[src/rtl/htm_trk_pkg.sv]
package htm_trk_pkg;

    typedef enum logic [1:0] {
        CMD_NONE   = 2'b00,
        CMD_BEGIN  = 2'b01,
        CMD_COMMIT = 2'b10,
        CMD_ABORT  = 2'b11
    } htm_cmd_e;

    typedef enum logic [1:0] {
        RSN_NONE     = 2'b00,
        RSN_INV_RD   = 2'b01,
        RSN_INV_WR   = 2'b10,
        RSN_RREAD_WR = 2'b11
    } fail_rsn_e;

    typedef struct packed {
        logic      hit;
        fail_rsn_e rsn;
    } conflict_t;

    function automatic logic cmd_ends_tx(htm_cmd_e c);
        return (c == CMD_COMMIT) || (c == CMD_ABORT);
    endfunction

endpackage

[src/rtl/htm_set_array.sv]
module htm_set_array #(
    parameter int LINES = 8,
    localparam int IW = (LINES > 1) ? $clog2(LINES) : 1
) (
    input  logic             clk,
    input  logic             rst,
    input  logic             clr,
    input  logic             set_rd,
    input  logic             set_wr,
    input  logic [IW-1:0]    line,
    output logic [LINES-1:0] rd_set,
    output logic [LINES-1:0] wr_set
);
    for (genvar i = 0; i < LINES; i++) begin : g_line
        logic hit_line;
        assign hit_line = (line == IW'(i));

        always_ff @(posedge clk) begin
            if (rst || clr) begin
                rd_set[i] <= 1'b0;
                wr_set[i] <= 1'b0;
            end else begin
                if (set_rd && hit_line) rd_set[i] <= 1'b1;
                if (set_wr && hit_line) wr_set[i] <= 1'b1;
            end
        end
    end
endmodule

[src/rtl/htm_conflict.sv]
module htm_conflict
    import htm_trk_pkg::*;
#(
    parameter int LINES = 8,
    localparam int IW = (LINES > 1) ? $clog2(LINES) : 1
) (
    input  logic             active,
    input  logic             snp_valid,
    input  logic             snp_remote_read,
    input  logic [IW-1:0]    snp_line,
    input  logic [LINES-1:0] rd_set,
    input  logic [LINES-1:0] wr_set,
    output conflict_t        cf
);
    logic in_rd, in_wr;

    always_comb begin
        in_rd = 1'b0;
        in_wr = 1'b0;
        for (int i = 0; i < LINES; i++) begin
            if (snp_line == IW'(i)) begin
                in_rd = rd_set[i];
                in_wr = wr_set[i];
            end
        end
    end

    always_comb begin
        cf = '{hit: 1'b0, rsn: RSN_NONE};
        if (active && snp_valid) begin
            if (snp_remote_read) begin
                if (in_wr) cf = '{hit: 1'b1, rsn: RSN_RREAD_WR};
            end else if (in_wr) begin
                cf = '{hit: 1'b1, rsn: RSN_INV_WR};
            end else if (in_rd) begin
                cf = '{hit: 1'b1, rsn: RSN_INV_RD};
            end
        end
    end
endmodule

[src/rtl/htm_fail_state.sv]
module htm_fail_state
    import htm_trk_pkg::*;
(
    input  logic      clk,
    input  logic      rst,
    input  logic      begin_tx,
    input  logic      end_tx,
    input  conflict_t cf,
    output logic      active,
    output logic      failed,
    output fail_rsn_e rsn
);
    always_ff @(posedge clk) begin
        if (rst || end_tx) begin
            active <= 1'b0;
            failed <= 1'b0;
            rsn    <= RSN_NONE;
        end else if (begin_tx) begin
            active <= 1'b1;
            failed <= 1'b0;
            rsn    <= RSN_NONE;
        end else if (cf.hit && !failed) begin
            failed <= 1'b1;
            rsn    <= cf.rsn;
        end
    end


    sticky_reason_chk: assert property (@(posedge clk) disable iff (rst)
        (failed && !end_tx && !begin_tx) |=> (failed && $stable(rsn)));
endmodule

[src/rtl/htm_conflict_tracker.sv]
module htm_conflict_tracker
    import htm_trk_pkg::*;
#(
    parameter int LINES = 8,
    localparam int IW = (LINES > 1) ? $clog2(LINES) : 1
) (
    input  logic             clk,
    input  logic             rst,
    input  logic             req_valid,
    input  logic             req_store,
    input  logic [1:0]       req_cmd,
    input  logic [IW-1:0]    req_line,
    input  logic             snp_valid,
    input  logic             snp_remote_read,
    input  logic [IW-1:0]    snp_line,
    output logic             cache_en,
    output logic             rsp_valid,
    output logic             rsp_fail,
    output logic             tx_mode,
    output logic             tx_failed,
    output logic [1:0]       fail_reason,
    output logic [LINES-1:0] inv_mask,
    output logic [LINES-1:0] pub_mask
);
    htm_cmd_e         cmd;
    conflict_t        cf;
    fail_rsn_e        rsn;
    logic             active, failed;
    logic             is_cmd, acc, eff_fail;
    logic             do_begin, do_end, commit_ok;
    logic             set_rd, set_wr;
    logic [LINES-1:0] rd_set, wr_set;

    assign cmd       = htm_cmd_e'(req_cmd);
    assign is_cmd    = req_valid && !req_store && (cmd != CMD_NONE);
    assign acc       = req_valid && !is_cmd;
    // snoop result of this cycle counts before the core access
    assign eff_fail  = active && (failed || cf.hit);
    assign do_begin  = is_cmd && (cmd == CMD_BEGIN) && !active;
    assign do_end    = is_cmd && cmd_ends_tx(cmd);
    assign commit_ok = is_cmd && (cmd == CMD_COMMIT) && active && !eff_fail;
    assign set_rd    = acc && !req_store && active && !eff_fail;
    assign set_wr    = acc &&  req_store && active && !eff_fail;

    htm_set_array #(.LINES(LINES)) u_sets (
        .clk    (clk),
        .rst    (rst),
        .clr    (do_end),
        .set_rd (set_rd),
        .set_wr (set_wr),
        .line   (req_line),
        .rd_set (rd_set),
        .wr_set (wr_set)
    );

    htm_conflict #(.LINES(LINES)) u_conf (
        .active          (active),
        .snp_valid       (snp_valid),
        .snp_remote_read (snp_remote_read),
        .snp_line        (snp_line),
        .rd_set          (rd_set),
        .wr_set          (wr_set),
        .cf              (cf)
    );

    htm_fail_state u_fail (
        .clk      (clk),
        .rst      (rst),
        .begin_tx (do_begin),
        .end_tx   (do_end),
        .cf       (cf),
        .active   (active),
        .failed   (failed),
        .rsn      (rsn)
    );

    assign cache_en    = acc && !eff_fail;
    assign rsp_valid   = req_valid;
    assign rsp_fail    = req_valid && eff_fail;
    assign tx_mode     = active;
    assign tx_failed   = failed;
    assign fail_reason = rsn;
    assign pub_mask    = commit_ok ? wr_set : '0;
    assign inv_mask    = (do_end && !commit_ok) ? wr_set : '0;


    failed_noop_chk: assert property (@(posedge clk) disable iff (rst)
        (active && failed && acc) |=> ($stable(rd_set) && $stable(wr_set)));


    end_clears_chk: assert property (@(posedge clk) disable iff (rst)
        do_end |=> (!active && !failed && rd_set == '0 && wr_set == '0));


    strobe_disjoint_chk: assert property (@(posedge clk) disable iff (rst)
        (inv_mask & pub_mask) == '0);


    hit_reason_chk: assert property (@(posedge clk) disable iff (rst)
        cf.hit |-> (cf.rsn != RSN_NONE));


    idle_sets_chk: assert property (@(posedge clk) disable iff (rst)
        (!active && !do_begin) |=> (rd_set == '0 && wr_set == '0));
endmodule

[config.mk]
export PLATFORM = sky130hd
export DESIGN_NAME = htm_conflict_tracker
export DESIGN_NICKNAME = d
export VERILOG_FILES = /design/src/rtl/htm_trk_pkg.sv /design/src/rtl/htm_set_array.sv /design/src/rtl/htm_conflict.sv /design/src/rtl/htm_fail_state.sv /design/src/rtl/htm_conflict_tracker.sv
export SDC_FILE = /design/constraint.sdc
export NUM_CORES = 1
export LEC_CHECK = 0
export BUFFER_PORTS_ARGS = -buffer_cell sky130_fd_sc_hd__buf_2
export CAP_MARGIN = 20
export CORE_MARGIN = 5
export CORE_UTILIZATION = 40
export DETAILED_ROUTE_END_ITERATION = 7
export GPL_ROUTABILITY_DRIVEN = 1
export PLACE_DENSITY = 0.61
export SLEW_MARGIN = 20
export SYNTH_ARGS = -nofsm -noshare
export SYNTH_HDL_FRONTEND = slang
export SYNTH_SLANG_ARGS = --single-unit
[constraint.sdc]
create_clock -name clk -period 5.5 [get_ports clk]
set_clock_uncertainty 0.1 [all_clocks]
set_input_delay 1.1 -clock clk [delete_from_list [all_inputs] [get_ports clk]]
set_output_delay 1.1 -clock clk [all_outputs]
set_load 0.03 [all_outputs]
==> results of run 1 <==
## metal layers
layer | vias up | global-route usage, % | share of wire [%]
met5 | - | 0 | 0
met4 | 0 | 5.28 | 0.67
met3 | 2 | 3.11 | 6.5
met2 | 43 | 23.6 | 46
met1 | 513 | 19.9 | 47
li1 | 558 | - | -
## placed cells by master (no fill, tap or decap)
master,instances
or2_2,1
clkbuf_4,3
and3b_1,2
dfxtp_1,20
o22ai_1,1
nor2b_1,6
a32o_1,16
a211oi_2,8
mux2i_1,3
a21o_1,1
nor3_1,3
a21oi_1,6
a21oi_2,1
nor3b_1,4
nand4_1,1
o2111a_1,1
clkbuf_8,1
and2_1,1
o31ai_1,1
buf_2,36
buf_4,1
nand2b_1,2
nor2_1,4
inv_1,10
nand2_1,10
nor2_2,1
a211o_1,1
o21ai_0,2
o221a_2,1
nand3_1,1
a221oi_2,1
o211ai_1,3
and3_1,10
## cell families (layout without fill, tap and decap cells)
group                  count (synthesis)  count (layout)
and+or+nand+nor                       46              46
AOI/OAI and AO/OA                     43              43
buffers and inverters                 18              51
DFF                                   20              20
muxes                                  3               3
## how the worst min path moves through the flow
| stage | slack [ns] | endpoint |
|---|---|---|
| 6_report | 0.37 | u_sets.rd_set[0]$_SDFFE_PP0P_ |
| 5_1_grt | 0.42 | u_sets.rd_set[1]$_SDFFE_PP0P_ |
| 4_1_cts | 0.38 | u_sets.rd_set[0]$_SDFFE_PP0P_ |
| 3_5_place_dp | 0.35 | u_sets.rd_set[0]$_SDFFE_PP0P_ |
| 3_3_place_gp | 0.35 | u_sets.rd_set[0]$_SDFFE_PP0P_ |
| 2_1_floorplan | 0.33 | u_sets.rd_set[0]$_SDFFE_PP0P_ |
## cell type report
type                    count  area share, %
well taps                  31           2.80
flip-flops and latches     20           28.9
multi-input cells          92           49.5
repair buffers             37           13.5
inverters                  10           2.71
clock buffers               4           2.61
## worst register-to-register path, stage by stage, from the launching register on
cell and delay [ns]:
dfxtp_1 0.34, mux2i_1 0.25, nor2b_1 0.08, o31ai_1 0.38, a21o_1 0.72, buf_4 0.30
a32o_1 0.17
## metrics by stage
step	total power, mW	area [um^2]
after global routing	0.282	1390
after global placement	0.185	1350
after CTS	0.270	1390
after floorplan	0.173	1190
final	0.267	1390
after detailed placement	0.185	1350
## flip-flops by register name, summed over array words and instances, names as in the netlist
name / flops
u_fail.rsn: 2
u_fail.active: 1
u_sets.wr_set: 8
u_fail.failed: 1
u_sets.rd_set: 8
## power groups by stage
stage	clock network (mW)	logic [mW]	registers, mW
floorplan	0	0.0216	0.151
global placement	0	0.0346	0.150
detailed placement	0	0.0353	0.150
CTS	0.0875	0.0354	0.147
global route	0.0958	0.0390	0.147
finish	0.0852	0.0355	0.147
==> results.cfg, run 1 <==
[setup_path]
critPathTopFamily = compound AO/OA/AOI/OAI gates
slowest_delay_ns = 0.72
critPathBufInv = 2
cpMaxStageDelayCell = a21o_1
r2r-end = u_sets.rd_set[7]$_SDFFE_PP0P_
worstSetupPathType = in -> out
r2r_slack_ns = 3.11
crit_top_cell = buf_2
critPathCapture = cache_en
cp.depth = 7
setup.worst_path.start_class = input port
crit_required_ns = 4.30
cp.arrival_ns = 3.34
worst_setup_path_end_kind = output pin
reg2reg_from = u_sets.rd_set[7]$_SDFFE_PP0P_
r2r_cells = 6
crit_chain = buf_2, mux2i_1, nor2b_1, o31ai_1, a21o_1, o2111a_1, buf_2
critPathMaxFanout = 26
crit_path_start = snp_line[1]

[detailed_routing]
via_per_inst = 5.75
post_drt_wl_per_cell_um = 15.4
drt.antenna.violating_nets = 0
wirelength_um = 2990
vias = 1116
dr.pass1.iters = 4
initialDrtViolationCount = 117
drc_errors = 0

[die]
coreArea_mm2 = 0.00281
io_pins = 37
die_x_um = 64.6
rows = 19
die_area_mm2 = 0.00417
die_y_um = 64.6
start_util_pct = 42.5

[grt]
track_usage_pct = 14.8
gr-total-overflow = 0
grt_pass1_vias = 1067
grt_pass1_wl_um = 4950
grt_max_degree = 27
antenna_found_initial = 0

[clock_network]
cts_resized = 0
cts_setup_buffers = 0
numCtsBuffers = 3
clockBufferDepth = 2
root_buffer = clkbuf_4
cts.clk_slew.worst_paths_ns = 0.12
cts_sinks = 20
clock_latency_ns = 0.30
cts_hold_buf = 0
htree_levels = 1
cts_tree = built

[yosys]
yosysTopAreaCellShare_pct = 33.6
ys_types = 31
yosysTopAreaCell = dfxtp_1
synth_edf_count = 0
synthFlopType = dfxtp_1
synth_nets = 144
ys_ff_latch = 20
synth_simple_gate_area_share_pct = 21.6
synth_compound_area_share_pct = 33.2
yosysSeqAreaShare_pct = 33.6
synth.avg_cell_area_um2 = 9.17
async_flop_share_pct = 0
synth.most_common_cell = dfxtp_1
synth_area_mm2 = 0.00119
netlist_top_cells_count = dfxtp_1 (20), a32o_1 (16), and3_1 (10), inv_1 (10), nand2_1 (10)
synth_top_family_by_area = compound AO/OA/AOI/OAI gates
synth_fa_ha_area_share_pct = 0
synth_xor_area_share_pct = 0
synthesis.instances = 130
synth_mux_area_share_pct = 2.52
yosys_warnings = 0
synth_area_leaders = dfxtp_1 (34%), a32o_1 (13%), a211oi_2 (8.4%)

[job]
maxCapViolations = 0

[power]
pwr-share-seq_pct = 54.8
p_per_area_mw_per_mm2 = 193
power_switching_mw = 0.0692
sw_frac_of_total_pct = 25.9
combPwrFrac_pct = 13.3
irDropWorstVdd_mv = 0.103
p_int_mw = 0.198
p_leak_nw = 0.575
pwr-share-clk_pct = 31.9

[timing]
tightest_slew_ns = 0.953
slew_headroom_pct = 36.0
finalSetupTns_ns = 0
worst_slack_ns = 0.963
finalSetupViolations = 0
period_minus_slack_ns = 4.54
hold_viol_final = 0
slew_viol_final = 0
post-route-period-util_pct = 82.5
hold_ws_ns = 0.373
rsz0062_at_grt = false
max_freq_mhz = 220

[worst_hold_path]
min_path_cells = 1
hp-start = u_sets.rd_set[0]$_SDFFE_PP0P_
hp-class = reg -> reg

[placement]
gp_congestion = 0.842
io_buffers = 36
pre_cts_ws_ns = 0.999
dp.cells = 190
hpwlAfterDp_um = 2370

[cells_and_area]
register_area_um2 = 400
drive_gt1_share_pct = 33.1
fin_util_pct = 49.5
area_growth_pct = 16.4
antennaDiodeCount = 0
finalNonFillerCells = 194
fillCellCount = 274
multi_input_area_um2 = 687
fin_nets = 178

[run_status]
status = complete, no violations
Note: power is estimated with default switching activity, not from simulation.
==> run 2: changes to the inputs <==
Clock period 5.5 ns to 4.2 ns, I/O delays scaled along.
==> results.cfg, run 2 (synthesis results as in run 1) <==
[run_status]
status = complete, no violations

[setup_path]
cp.arrival_ns = 2.72
r2r_slack_ns = 2.32
crit_required_ns = 3.26
worst_setup_path_end_kind = output pin
worstSetupPathType = in -> out
setup.worst_path.start_class = input port
critPathMaxFanout = 25

[placement]
placed_area_mm2 = 0.00136
dp.cells = 191
hpwlAfterDp_um = 2430
io_buffers = 36
gp_congestion = 0.786
pre_cts_ws_ns = 0.550

[clock_network]
cts_resized = 0
cts.clk_slew.worst_paths_ns = 0.12
cts_sinks = 20
cts_hold_buf = 0
cts_setup_buffers = 0
cts_tree = built
clock_latency_ns = 0.30
htree_levels = 1
numCtsBuffers = 3
clockBufferDepth = 2
root_buffer = clkbuf_4

[timing]
slew_headroom_pct = 41.7
max_freq_mhz = 274
tightest_slew_ns = 0.867
finalSetupViolations = 0
period_minus_slack_ns = 3.66
hold_viol_final = 0
finalSetupTns_ns = 0
slew_viol_final = 0
rsz0062_at_grt = false
post-route-period-util_pct = 87.0
worst_slack_ns = 0.544

[power]
irDropWorstVdd_mv = 0.165
p_leak_nw = 0.586
p_per_area_mw_per_mm2 = 283

[die]
die_x_um = 64.6
die_area_mm2 = 0.00417
start_util_pct = 42.5
io_pins = 37
die_y_um = 64.6
rows = 19
coreArea_mm2 = 0.00281

[cells_and_area]
largest_registers = u_sets.rd_set x8, u_sets.wr_set x8, u_fail.rsn x2
layout.cells.most_common_list = buf_2 (36), dfxtp_1 (20), a32o_1 (16)
finalNonFillerCells = 195
drive_gt1_share_pct = 33.5
area_growth_pct = 18.4
layout_commonest_cell = buf_2
fin_nets = 179
antennaDiodeCount = 0
design_area_mm2 = 0.00141
fin_util_pct = 50.3

[grt]
grt_pass1_wl_um = 5350
track_usage_pct = 16.2
grt_max_degree = 26
grtUsageMet3_pct = 3.80
grt_use_met2_pct = 25.3
met1_usage_pct = 22.2
antenna_found_initial = 0
top_usage_layer = met2
gr-total-overflow = 0
grt_pass1_vias = 1123

[detailed_routing]
vias = 1150
drt.antenna.violating_nets = 0
post_drt_wl_per_cell_um = 15.9
drc_errors = 0
initialDrtViolationCount = 92
wirelength_um = 3100
dr.pass1.iters = 4
via_per_inst = 5.90

[worst_hold_path]
hp-class = reg -> reg

[job]
maxCapViolations = 0
run 2: area by class of cell:
type / instances / area, um^2
Fill cell: 294 / 1390
Clock inverter: 1 / 30.0
Tap cell: 31 / 38.8
Sequential cell: 20 / 400
Multi-Input combinational cell: 92 / 687
Timing Repair Buffer: 38 / 195
Inverter: 10 / 37.5
Clock buffer: 3 / 22.5
run 2: worst max-delay path: stages:
cell      delay (ns)
buf_2           0.23
mux2i_1         0.32
nor2b_1         0.08
o31ai_1         0.38
a21o_1          0.18
buf_4           0.27
o2111a_1        0.22
buf_2           0.19
run 2: final timing paths:
path / from / end / cells after the start
worst max register to register: u_fail.active$_SDFFE_PP0P_ / u_sets.rd_set[6]$_SDFFE_PP0P_ / 4
worst min-delay path: u_sets.rd_set[4]$_SDFFE_PP0P_ / u_sets.rd_set[4]$_SDFFE_PP0P_ / 1
worst min register to register: u_sets.rd_set[4]$_SDFFE_PP0P_ / u_sets.rd_set[4]$_SDFFE_PP0P_ / 1
worst max-delay path: snp_line[1] / cache_en / 8
run 2: metrics by stage:
step	hold slack [ns]	total power, mW
floorplan	0.334	0.226
global placement	0.351	0.242
detailed placement	0.354	0.243
CTS	0.383	0.403
global route	0.419	0.424
finish	0.386	0.399
run 2: layer usage:
| metal | part of all wire (%) | up-vias |
|---|---|---|
| li1 | - | 568 |
| met1 | 46 | 545 |
| met2 | 46 | 35 |
| met3 | 7.4 | 2 |
| met4 | 0.64 | 0 |
| met5 | 0 | - |
run 2: report_power, final:
group	total, mW	switching, mW	internal [mW]
clock	0.160	0.0635	0.0964
combinational	0.0474	0.0312	0.0161
sequential	0.192	0.00136	0.191
